File: config.mk
export PLATFORM = sky130hd
export DESIGN_NAME = decrementer_msb_irq
export DESIGN_NICKNAME = d
export VERILOG_FILES = /design/src/rtl/dec_pkg.sv /design/src/rtl/dec_op_select.sv /design/src/rtl/dec_count_core.sv /design/src/rtl/dec_msb_rise.sv /design/src/rtl/dec_irq_flag.sv /design/src/rtl/decrementer_msb_irq.sv
export SDC_FILE = /design/constraint.sdc
export NUM_CORES = 1
export LEC_CHECK = 0
export ABC_AREA = 1
export CORE_UTILIZATION = 42
export DETAILED_ROUTE_END_ITERATION = 16
export PLACE_DENSITY_LB_ADDON = 0.08
export SYNTH_ARGS = -nofsm -noshare
export SYNTH_HDL_FRONTEND = slang
export SYNTH_HIERARCHICAL = 1
export SYNTH_SLANG_ARGS = --single-unit
File: constraint.sdc
create_clock -name clk -period 1.52 [get_ports clk]
set_input_delay 0.304 -clock clk [delete_from_list [all_inputs] [get_ports clk]]
set_output_delay 0.304 -clock clk [all_outputs]
set_load 0.02 [all_outputs]
File: src/rtl/dec_pkg.sv
package dec_pkg;

   typedef enum logic [1:0] {
      OP_HOLD = 2'b00,
      OP_STEP = 2'b01,
      OP_LOAD = 2'b10
   } dec_op_e;

endpackage

File: src/rtl/dec_op_select.sv
module dec_op_select
   import dec_pkg::*;
(
   input  logic    wr_en,
   input  logic    tb_enable,
   input  logic    tick_en,
   output dec_op_e op
);

   always_comb begin
      if (wr_en)
         op = OP_LOAD;
      else if (tb_enable && tick_en)
         op = OP_STEP;
      else
         op = OP_HOLD;
   end

endmodule

File: src/rtl/dec_count_core.sv
module dec_count_core
   import dec_pkg::*;
#(
   parameter int WIDTH = 32
) (
   input  logic             clk,
   input  dec_op_e          op,
   input  logic [WIDTH-1:0] load_val,
   output logic [WIDTH-1:0] cnt_q,
   output logic [WIDTH-1:0] cnt_d
);

   localparam logic [WIDTH-1:0] ONE = WIDTH'(1);

   always_comb begin
      unique case (op)
         OP_LOAD: cnt_d = load_val;
         OP_STEP: cnt_d = cnt_q - ONE;
         default: cnt_d = cnt_q;
      endcase
   end

   // no reset on purpose: the value survives and keeps running through reset
   always_ff @(posedge clk) begin
      cnt_q <= cnt_d;
   end

endmodule

File: src/rtl/dec_msb_rise.sv
module dec_msb_rise (
   input  logic cur_msb,
   input  logic nxt_msb,
   output logic rise
);

   assign rise = nxt_msb & ~cur_msb;

endmodule

File: src/rtl/dec_irq_flag.sv
module dec_irq_flag (
   input  logic clk,
   input  logic rst_n,
   input  logic set,
   input  logic ack,
   output logic pending
);

   always_ff @(posedge clk or negedge rst_n) begin
      if (!rst_n)
         pending <= 1'b0;
      else if (set)
         pending <= 1'b1;
      else if (ack)
         pending <= 1'b0;
   end

endmodule

File: src/rtl/decrementer_msb_irq.sv
module decrementer_msb_irq
   import dec_pkg::*;
#(
   parameter int WIDTH = 32
) (
   input  logic             clk,
   input  logic             rst_n,
   input  logic             tb_enable,
   input  logic             tick_en,
   input  logic             wr_en,
   input  logic [WIDTH-1:0] wr_data,
   output logic [WIDTH-1:0] rd_data,
   input  logic             irq_ack,
   output logic             irq_pending
);

   localparam int MSB = WIDTH - 1;

   generate
      if (WIDTH < 2) begin : g_bad_width
         $error("decrementer_msb_irq: WIDTH must be at least 2");
      end
   endgenerate

   dec_op_e          op;
   logic [WIDTH-1:0] cnt_q;
   logic [WIDTH-1:0] cnt_d;
   logic             msb_rise;

   dec_op_select u_sel (
      .wr_en     (wr_en),
      .tb_enable (tb_enable),
      .tick_en   (tick_en),
      .op        (op)
   );

   dec_count_core #(.WIDTH(WIDTH)) u_core (
      .clk      (clk),
      .op       (op),
      .load_val (wr_data),
      .cnt_q    (cnt_q),
      .cnt_d    (cnt_d)
   );

   dec_msb_rise u_rise (
      .cur_msb (cnt_q[MSB]),
      .nxt_msb (cnt_d[MSB]),
      .rise    (msb_rise)
   );

   dec_irq_flag u_flag (
      .clk     (clk),
      .rst_n   (rst_n),
      .set     (msb_rise),
      .ack     (irq_ack),
      .pending (irq_pending)
   );

   assign rd_data = cnt_q;

endmodule

==> impl_summary.md <==
Pwr
In this run the power density over the cells is 917.6 nW/um^2. In this run the static leakage power is 1.544 nW. The design draws 3.257 mW.

The peak supply drop is 0.0005535 V.

Timing
The hold violation count in the final report is 0. On the final layout, the worst hold slack is 0.1486 ns. The share of the clock period used by the worst path is a little over nine tenths. The transition time at the pin with the least slew margin is 0.2492 ns. The count of pins over their slew limit came to 0. The count of final setup violators is 0. For the finished layout, the period the worst path requires is 1.498 ns. Measured against its own limit, the worst slew margin works out to ~83%. The worst clock skew is 0.008600 ns. Summed over all failing endpoints, the final setup total negative slack is 0 ns. The timing-limited maximum frequency is 667.4 MHz. Setup repair after global routing could not meet its margin everywhere.

Worst setup path
STA classifies the critical path startpoint as a flip-flop. On the critical path the largest part of the delay comes from simple AND/OR/NAND/NOR gates. The setup path with the least slack is of type reg2reg.

The maximum fanout count along the critical path is 6. Tracing the worst setup path back leads to its startpoint at u_core/cnt_q[5]. Walking the worst path, the cells encountered are nor2_2 > nand2_2 > nor2_4 > nand2_2 > o21bai_1 > nand3_1 > a21oi_2 > inv_1 > nor2_2 > inv_1 > nand2_1.

STA puts the critical path data required time at 1.75 ns. The worst reg2reg path startpoint is u_core/cnt_q[5]. Setup slack on the worst reg-to-reg path comes out at 0.02 ns.

The largest single stage delay on the critical path is 0.37 ns. The worst-case reg-to-reg path depth is 11. The critical path contains buffers and inverters numbering 2 combined. The number of stages on the worst setup path is 11. The slowest library cell on the worst path is sky130_fd_sc_hd__dfxtp_2. STA classifies the critical path endpoint as a flip-flop. Data on the critical path arrives at its endpoint at 1.73 ns. The timing endpoint of the critical path is u_flag/pending. The capture instance of the worst register-to-register path is u_flag/pending.

Synthesis
The number of different library cells in the post-synthesis netlist is 23. Counting every instance in the synthesized netlist gives 374. The synthesized netlist occupies a cell area of 2275 um^2. The simple-gate area share of the yosys netlist is 38.34%. Synthesis inferred 33 register bits. Multiplexer cells account for 0% of the synthesized area. For this run, the number of Yosys warnings is 6.

Summing the areas of all fa, ha and maj instances in the mapped netlist gives approximately 1.7% of the synthesized area. The xor and xnor area share after synthesis is 0.3850%. By area, the combinational part of the netlist is dominated by simple AND/OR/NAND/NOR gates.

For this run, the register share of the synthesized area comes to 29.26%. The net count of the mapped netlist is ~420. The compound-cell area share of the yosys netlist is 21.67%. The synthesized area divided by synthesized cell count is 6.082 um^2.

Clock tree
After clock tree synthesis, the clock-pin slew on the worst setup and hold paths is ~0.070 ns. The H-tree was split into 2 levels. The tree built by TritonCTS fans out to 33 sinks. The deepest clock path buffer count is 2. The tree is rooted in a sky130_fd_sc_hd__clkbuf_8. The number of clock buffers added by TritonCTS is 5. The clock tree from TritonCTS is done. The latest clock arrival within the worst-skew pair is around 0.29 ns.

Routing
Wires add up to 7.361 mm. The pre-antenna-repair detailed-routing pass consisted of 4 iterations. The count of nets left with antenna violations once routing finished came out at 0. The count of routing violations after the opening detailed-route iteration is 185. After detailed routing, the number of remaining DRC violations is 0. The total number of vias is 2,840. The average detailed-routed wire length per instance is approximately 13 um.

Dividing the detail-routed via count by the number of cells gives about 5.

Cells and area
After the last flow step, the layout net total stands at 525. The diode insertion count for antenna repair is 0. The area growth from synthesis to layout is 56.05%. The post-route netlist has 23.71% of its cells at a drive strength greater than 1.

Floorplanning
In this run the count of I/O pins placed on the die edge is between 70 and 80. The die outline area is 5714 um^2. The total number of placement rows is 26. The effective utilization at floorplan is 43.98%. The height of the chip is between 70 and 80 um. The die width is 75.59 um. The total area inside the core boundary comes to 5172 um^2.

Global routing
The sum of overflow across all layers after global routing is 0. The number of antenna violations at the first check in global routing is 0. Entering global routing, the biggest net connects 19 pins.

The number of global-route vias before repair is 2,577. The first global-routing pass estimated 11.54 mm of wire. The global-route usage over all layers is between 20% and 30%.

Min path
The path class of the lowest-slack min-delay path is in2async.

Outcome
The flow ran to the end, and the final reports show no timing, DRC or antenna violations.

Place
After legalization and detailed placement, the total HPWL measured 5.663 mm. The count of buffers added on input and output ports is 70. The weighted congestion reported at the end of routability-driven placement is 0.9205.

Flow run
The tool flagged a number of max-cap violations equal to 0.
power by group:
| part | switching (mW) | internal [mW] |
|---|---|---|
| clock network | 0.333 | 0.370 |
| registers | 0.162 | 1.02 |
| logic | 0.762 | 0.615 |
cells in the final DEF, fill, tap and decap left out, types with 7 or more instances in the layout:
cell type                          n
sky130_fd_sc_hd__o21ai_0           8
sky130_fd_sc_hd__nand3_1          35
sky130_fd_sc_hd__o21bai_1          7
sky130_fd_sc_hd__a21oi_1          53
sky130_fd_sc_hd__nor2_4            8
sky130_fd_sc_hd__dfxtp_2           9
sky130_fd_sc_hd__inv_1            33
sky130_fd_sc_hd__buf_4            45
sky130_fd_sc_hd__dlygate4sd2_1    35
sky130_fd_sc_hd__nor2_1           53
sky130_fd_sc_hd__clkdlybuf4s50_1  34
sky130_fd_sc_hd__dfxtp_1          23
sky130_fd_sc_hd__a22oi_1          11
sky130_fd_sc_hd__nand2_2           9
sky130_fd_sc_hd__nor2_2           21
sky130_fd_sc_hd__nand2_1          67
worst min-delay path by stage:
stage / to / slack [ns]
final: u_flag/pending / 0.15
after global routing: u_flag/pending / 0.14
after CTS: u_flag/pending / 0.15
after detailed placement: u_flag/pending / 0.46
after global placement: u_flag/pending / 0.46
after floorplan: u_flag/pending / 0.008
sequential cells by signal, summed over array words and instances, names as in the netlist:
| register | count |
|---|---|
| u_core/cnt_q | 32 |
| u_flag/pending | 1 |
per-stage QoR:
step	cells	instance area (um^2)	util (%)	setup WS [ns]
floorplan	374	2298	-	0.0001702
global placement	546	3366	65.07	-0.3986
detailed placement	546	3366	65.07	-0.4361
CTS	554	3443	66.57	0.006639
global route	555	3550	68.63	-0.09234
finish	555	3550	68.63	0.02168
per-layer routing:
layer	wire, um	GRT usage [%]
met1	3453	35.10
met2	3475	45.34
met3	379	5.026
met4	53	9.259
met5	0	0
area by class of cell:
type                            instances  area [um^2]
Fill cell                             473         1623
Multi-Input combinational cell        290         1530
Timing Repair Buffer                  117         1026
Sequential cell                        33        676.9
Inverter                               37        138.9
Clock buffer                            8        90.09
Tap cell                               70        87.58
cell usage after synthesis:
| cell type | count | area (um^2) |
|---|---|---|
| sky130_fd_sc_hd__nor2_1 | 71 | 266.5 |
| sky130_fd_sc_hd__nand2_1 | 70 | 262.8 |
| sky130_fd_sc_hd__a21oi_1 | 58 | 290.3 |
| sky130_fd_sc_hd__inv_1 | 36 | 135.1 |
| sky130_fd_sc_hd__nand3_1 | 35 | 175.2 |
| sky130_fd_sc_hd__dfxtp_1 | 32 | 640.6 |
| sky130_fd_sc_hd__a22oi_1 | 11 | 82.58 |
| sky130_fd_sc_hd__clkbuf_1 | 11 | 41.29 |
| sky130_fd_sc_hd__o21ai_0 | 8 | 40.04 |
| sky130_fd_sc_hd__nand2_2 | 7 | 43.79 |
| sky130_fd_sc_hd__o21bai_1 | 7 | 52.55 |
| sky130_fd_sc_hd__nor2_2 | 6 | 37.54 |
| sky130_fd_sc_hd__nor2_4 | 5 | 56.30 |
| sky130_fd_sc_hd__nand4_1 | 4 | 25.02 |
| sky130_fd_sc_hd__ha_1 | 3 | 37.54 |
| sky130_fd_sc_hd__buf_2 | 2 | 10.01 |
| sky130_fd_sc_hd__o21bai_2 | 2 | 22.52 |
| sky130_fd_sc_hd__buf_4 | 1 | 7.510 |
| sky130_fd_sc_hd__dfrtp_1 | 1 | 25.02 |
| sky130_fd_sc_hd__inv_2 | 1 | 3.750 |
| sky130_fd_sc_hd__nor3_1 | 1 | 5.000 |
| sky130_fd_sc_hd__o21ai_1 | 1 | 5.000 |
| sky130_fd_sc_hd__xor2_1 | 1 | 8.760 |
kinds of logic (layout without fill, tap and decap cells):
logic type      count (synthesis)  in the layout
simple gates                  199            199
compound gates                 87             87
buf+inv                        51            162
flops                          33             33
fa+ha+maj                       3              3
xor+xnor                        1              1
timing repair:
action | 4_1_cts | 5_1_grt
resized for setup | 42 | 41
cloned | 0 | 0
hold buffers | 0 | 0
pin swaps | 6 | 4
endpoints found under the setup margin | 64 | 19
buffers inserted | 0 | 1
No activity file was read; power rests on OpenSTA's default activity.
